### src/rtl/bsd_pkg.sv
package bsd_pkg;
  localparam int STATUS_W = 3;
  localparam int CMD_W    = 6;

  localparam logic [STATUS_W-1:0] ST_INTA    = 3'b000;
  localparam logic [STATUS_W-1:0] ST_IO_RD   = 3'b001;
  localparam logic [STATUS_W-1:0] ST_IO_WR   = 3'b010;
  localparam logic [STATUS_W-1:0] ST_HALT    = 3'b011;
  localparam logic [STATUS_W-1:0] ST_FETCH   = 3'b100;
  localparam logic [STATUS_W-1:0] ST_MEM_RD  = 3'b101;
  localparam logic [STATUS_W-1:0] ST_MEM_WR  = 3'b110;
  localparam logic [STATUS_W-1:0] ST_PASSIVE = 3'b111;

  // status code that drives each command strobe bit
  function automatic logic [STATUS_W-1:0] cmd_code(input int idx);
    case (idx)
      0:       return ST_INTA;
      1:       return ST_IO_RD;
      2:       return ST_IO_WR;
      3:       return ST_FETCH;
      4:       return ST_MEM_RD;
      default: return ST_MEM_WR;
    endcase
  endfunction
endpackage

### src/rtl/bsd_frame.sv
module bsd_frame
  import bsd_pkg::*;
(
  input  logic                clk_i,
  input  logic                rst_ni,
  input  logic [STATUS_W-1:0] status_i,
  input  logic                float_i,
  output logic                start_o,
  output logic                end_o,
  output logic                busy_o,
  output logic                hold_en_o,
  output logic [STATUS_W-1:0] code_o
);
  logic [STATUS_W-1:0] eff, st_q, code_q;
  logic start_q, end_q, busy_q;
  logic eff_pas, st_pas, begin_cyc;

  // floated bus reads as idle
  assign eff       = float_i ? ST_PASSIVE : status_i;
  assign eff_pas   = (eff == ST_PASSIVE);
  assign st_pas    = (st_q == ST_PASSIVE);
  assign begin_cyc = st_pas && !eff_pas;

  always_ff @(posedge clk_i or negedge rst_ni) begin
    if (!rst_ni) begin
      st_q    <= ST_PASSIVE;
      code_q  <= ST_PASSIVE;
      start_q <= 1'b0;
      end_q   <= 1'b0;
      busy_q  <= 1'b0;
    end else begin
      st_q    <= eff;
      start_q <= begin_cyc;
      end_q   <= busy_q && eff_pas;
      if (busy_q && eff_pas)  busy_q <= 1'b0;
      else if (begin_cyc)     busy_q <= 1'b1;
      if (!busy_q && begin_cyc) code_q <= eff;
    end
  end

  assign start_o   = start_q;
  assign end_o     = end_q;
  assign busy_o    = busy_q;
  assign hold_en_o = busy_q && !eff_pas;
  assign code_o    = code_q;

  p_start_single_r2: assert property (@(posedge clk_i) disable iff (!rst_ni)
    start_q |=> !start_q);
  p_busy_with_start_r3: assert property (@(posedge clk_i) disable iff (!rst_ni)
    start_q |-> busy_q);
  p_end_clears_busy_r4: assert property (@(posedge clk_i) disable iff (!rst_ni)
    end_q |-> !busy_q && $past(busy_q));
endmodule

### src/rtl/bsd_cmd.sv
module bsd_cmd
  import bsd_pkg::*;
#(
  parameter int N_CMD = CMD_W
) (
  input  logic                clk_i,
  input  logic                rst_ni,
  input  logic                en_i,
  input  logic [STATUS_W-1:0] code_i,
  output logic [N_CMD-1:0]    cmd_o,
  output logic                halt_o
);
  logic [N_CMD-1:0] cmd_d, cmd_q;
  logic halt_q;

  for (genvar i = 0; i < N_CMD; i++) begin : g_dec
    assign cmd_d[i] = en_i && (code_i == cmd_code(i));
  end

  always_ff @(posedge clk_i or negedge rst_ni) begin
    if (!rst_ni) begin
      cmd_q  <= '0;
      halt_q <= 1'b0;
    end else begin
      cmd_q  <= cmd_d;
      halt_q <= en_i && (code_i == ST_HALT);
    end
  end

  assign cmd_o  = cmd_q;
  assign halt_o = halt_q;

  p_onehot_r5: assert property (@(posedge clk_i) disable iff (!rst_ni)
    $onehot0({cmd_q, halt_q}));
  p_strobe_stable_r9: assert property (@(posedge clk_i) disable iff (!rst_ni)
    (|cmd_q) && en_i |=> $stable(cmd_q));
  p_halt_stable_r6: assert property (@(posedge clk_i) disable iff (!rst_ni)
    halt_q && en_i |=> halt_q);
endmodule

### src/rtl/bus_status_decoder.sv
module bus_status_decoder
  import bsd_pkg::*;
(
  input  logic                clk_i,
  input  logic                rst_ni,
  input  logic [STATUS_W-1:0] status_i,
  input  logic                float_i,
  output logic                cyc_start_o,
  output logic                cyc_end_o,
  output logic                busy_o,
  output logic [CMD_W-1:0]    cmd_o,
  output logic                halt_o
);
  logic                hold_en;
  logic [STATUS_W-1:0] code;

  bsd_frame i_frame (
    .clk_i     (clk_i),
    .rst_ni    (rst_ni),
    .status_i  (status_i),
    .float_i   (float_i),
    .start_o   (cyc_start_o),
    .end_o     (cyc_end_o),
    .busy_o    (busy_o),
    .hold_en_o (hold_en),
    .code_o    (code)
  );

  bsd_cmd #(.N_CMD(CMD_W)) i_cmd (
    .clk_i  (clk_i),
    .rst_ni (rst_ni),
    .en_i   (hold_en),
    .code_i (code),
    .cmd_o  (cmd_o),
    .halt_o (halt_o)
  );

  p_idle_no_cmd_r5: assert property (@(posedge clk_i) disable iff (!rst_ni)
    !busy_o |-> (cmd_o == '0) && !halt_o);
  p_float_ignored_r7: assert property (@(posedge clk_i) disable iff (!rst_ni)
    float_i |=> !cyc_start_o && !(|cmd_o) && !halt_o);
  p_reset_idle_r1: assert property (@(posedge clk_i)
    !rst_ni |-> !busy_o && !cyc_start_o && !cyc_end_o);
endmodule

### config.mk
export PLATFORM = sky130hd
export DESIGN_NAME = bus_status_decoder
export DESIGN_NICKNAME = d
export VERILOG_FILES = /design/src/rtl/bsd_pkg.sv /design/src/rtl/bsd_frame.sv /design/src/rtl/bsd_cmd.sv /design/src/rtl/bus_status_decoder.sv
export SDC_FILE = /design/constraint.sdc
export NUM_CORES = 1
export LEC_CHECK = 0
export ABC_AREA = 1
export CORE_MARGIN = 2
export CORE_UTILIZATION = 30
export DETAILED_ROUTE_END_ITERATION = 7
export DONT_BUFFER_PORTS = 1
export GPL_TIMING_DRIVEN = 1
export PLACE_DENSITY_LB_ADDON = 0.1
export SYNTH_ARGS = -nofsm -noshare
export SYNTH_HDL_FRONTEND = slang
export SYNTH_HIERARCHICAL = 1
export SYNTH_SLANG_ARGS = --single-unit
### constraint.sdc
create_clock -name clk_i -period 2.35 [get_ports clk_i]
set_input_delay 0.1175 -clock clk_i [delete_from_list [all_inputs] [get_ports clk_i]]
set_output_delay 0.1175 -clock clk_i [all_outputs]
set_load 0.01 [all_outputs]
==> reports/qor.yml <==
fill_cells: 199
clk_latency_ps: 280
die_area_um2: 2420
design_area_um2: 753
rsz0062_at_grt: "no"
overflow: 0
hold_viol_final: 0
synth_area_leaders: "dfrtp_1 (41%), dfstp_2 (26%), nand2_1 (9.2%), inv_1 (4.9%), nor2_1 (4.9%)"
cts_buffers: 3
synth_top_area_cell: "dfrtp_1"
leakagePower_nw: 0.385
cts-root-buf: "clkbuf_4"
diodes: 0
ant_nets: 0
switching_share_pct: 28.0
placed_area_um2: 647
fmax_mhz: 864
viasPerCell: 4.11
multi_input_area_um2: 164
synth.most_common_cell: "nand2_1"
drc: 0
crit_required_ps: 2560
synthCells: 60
synth_area_um2: 613
final-seq-area_um2: 408
ios: 16
critPathArrivalTime_ps: 1370
synthTopCellsByCount: "nand2_1 (15), dfrtp_1 (10), inv_1 (8), nor2_1 (8), dfstp_2 (6)"
synth_edf_count: 0
tritoncts: "built"
antenna_found_initial: 0
finalSetupViolCount: 0
synth_ff_type: "dfrtp_1"
maxCapViolations: 0
wl_per_cell_um: 10.1
ys_types: 11
path_class: "in2reg"
period_share_pct: 49.3
ys_ff_latch: 16
critPathBufInv: 3
slew_headroom_pct: 52.2
hold_buffers: 7
core_area_um2: 1940
ir_worst_vdd_mv: 0.465
initial_core_util_pct: 31.6
internal_power_w: 0.000452
yosysWarnings: 6
status: "complete, no violations"
syn_area_per_cell_um2: 10.2
htreeDepth: 1
io_buffers: 0
share_comb_of_total_power_pct: 14.8
drv_slew: 0
cp_max_fo: 3
cpPeakStageDelay_ps: 570
die_y_um: 49.2
worstMarginPinSlew_ps: 714
switchingPower_w: 0.000176
routed_wl_um: 992
hpwl_um: 692
clock_sinks: 16
final_util_pct: 38.8
drive_gt1_share_pct: 28.2
synth_nets: 66
end_kind: "register"
num_vias: 403
crit_slowest_cell: "dlygate4sd3_1"
grt_pass1_wl_mm: 1.78
crit_top_cell: "dlygate4sd3_1"
final_nets: 78
fin_setup_tns_ps: 0
grt_usage_pct: 9.96
initialDrtViolationCount: 0
synth.top_cell.area_share_pct: 40.8
async_reset_ff_share_pct: 100
critPathTopFamily: "buffers and inverters"
fp-row-count: 16
hp-class: "in2reg"
path_cells: "dlygate4sd3_1 > inv_1 > nand2_2 > dlygate4sd3_1"
fin_crit_ps: 1160
gp_congestion: 0.752
cts.clk_slew.worst_paths_ps: 90
yosysSeqAreaShare_pct: 66.5
grt_max_degree: 17
powerDensity_nw_per_um2: 833
area_delta_synth_final_pct: 22.9
cp-start-kind: "primary input"
timing.hold.ws_ps: 131
clk_path_buf_depth: 2
die_w_um: 49.2
cts_setup_buffers: 0
drt_pass1_iterations: 1
grt_pass1_vias: 424
finalPower_w: 0.000628
skew_ps: 2.59
post_cts_resized: 0
power.share.clock_pct: 28.6
pwr-share-seq_pct: 56.6
-- worst reg2reg max path, cell delays in order (launching register included) --
cell and delay [ps]:
dfstp_2 520, inv_1 40, nor2_2 200, nand3_2 120
nand2_1 70, nand2_1 50
-- sequential cells by signal, summed over array words and instances, names as in the netlist --
name	cells
i_frame/code_o	3
i_cmd/halt_o	1
i_frame/end_o	1
i_frame/busy_o	1
i_frame/start_o	1
i_frame/st_q	3
i_cmd/cmd_o	6
-- power by group through the flow --
| stage | registers, W | logic [W] | clock network (W) |
|---|---|---|---|
| CTS | 0.000356 | 0.0000953 | 0.000189 |
| global placement | 0.000361 | 0.0000813 | 0 |
| detailed placement | 0.000361 | 0.0000802 | 0 |
| floorplan | 0.000354 | 0.0000686 | 0 |
| finish | 0.000355 | 0.0000928 | 0.000179 |
| global route | 0.000360 | 0.000110 | 0.000199 |
-- per-layer routing --
layer | global-route usage, % | vias up | share of wire (%) | routed length, um
met3 | 5.52 | 2 | 7.7 | 76
li1 | - | 203 | - | -
met2 | 15.5 | 15 | 44 | 432
met1 | 11.1 | 183 | 47 | 470
met4 | 4.29 | 0 | 1.3 | 13
met5 | 0 | - | 0 | 0
-- stage by stage --
step | setup slack (ps) | instances
after CTS | 1210 | 98
final | 1190 | 98
after global routing | 1150 | 98
after floorplan | 1370 | 60
after detailed placement | 1310 | 87
after global placement | 1320 | 87
-- cells in the final DEF (no fill, tap or decap) --
master / instances
clkbuf_4: 3
clkbuf_8: 1
dfrtp_1: 10
dfstp_2: 6
dlygate4sd3_1: 7
inv_1: 8
inv_2: 3
nand2_1: 15
nand2_2: 4
nand3_2: 1
nand3_4: 1
nand4_1: 3
nor2_1: 8
nor2_2: 1
-- path summary, 6_finish.rpt --
kind,startpoint,to,slack (ps),depth (start not counted)
max,status_i[2],i_frame/st_q[2],1190,4
min,float_i,i_frame/code_o[1],130,4
max reg2reg,i_frame/st_q[2],i_frame/code_o[0],1310,5
min reg2reg,i_frame/code_o[2],i_frame/code_o[2],480,2
max in group asynchronous,rst_ni,i_frame/start_o,1580,1
min in group asynchronous,rst_ni,i_frame/end_o,320,1
-- layout make-up --
cell class,count,share of cell area (%)
sequential,16,54.2
multi-input combinational,33,21.8
clock buffer,4,4.82
inverter,11,5.48
timing repair buffer,7,9.30
tap,27,4.49
-- logic make-up after synthesis --
group                  count (synthesis)  share of synthesized area [%]
buffers and inverters                 11                           6.73
and+or+nand+nor                       33                           26.7
DFF                                   16                           66.5
Power figures use the tool's default switching activity.
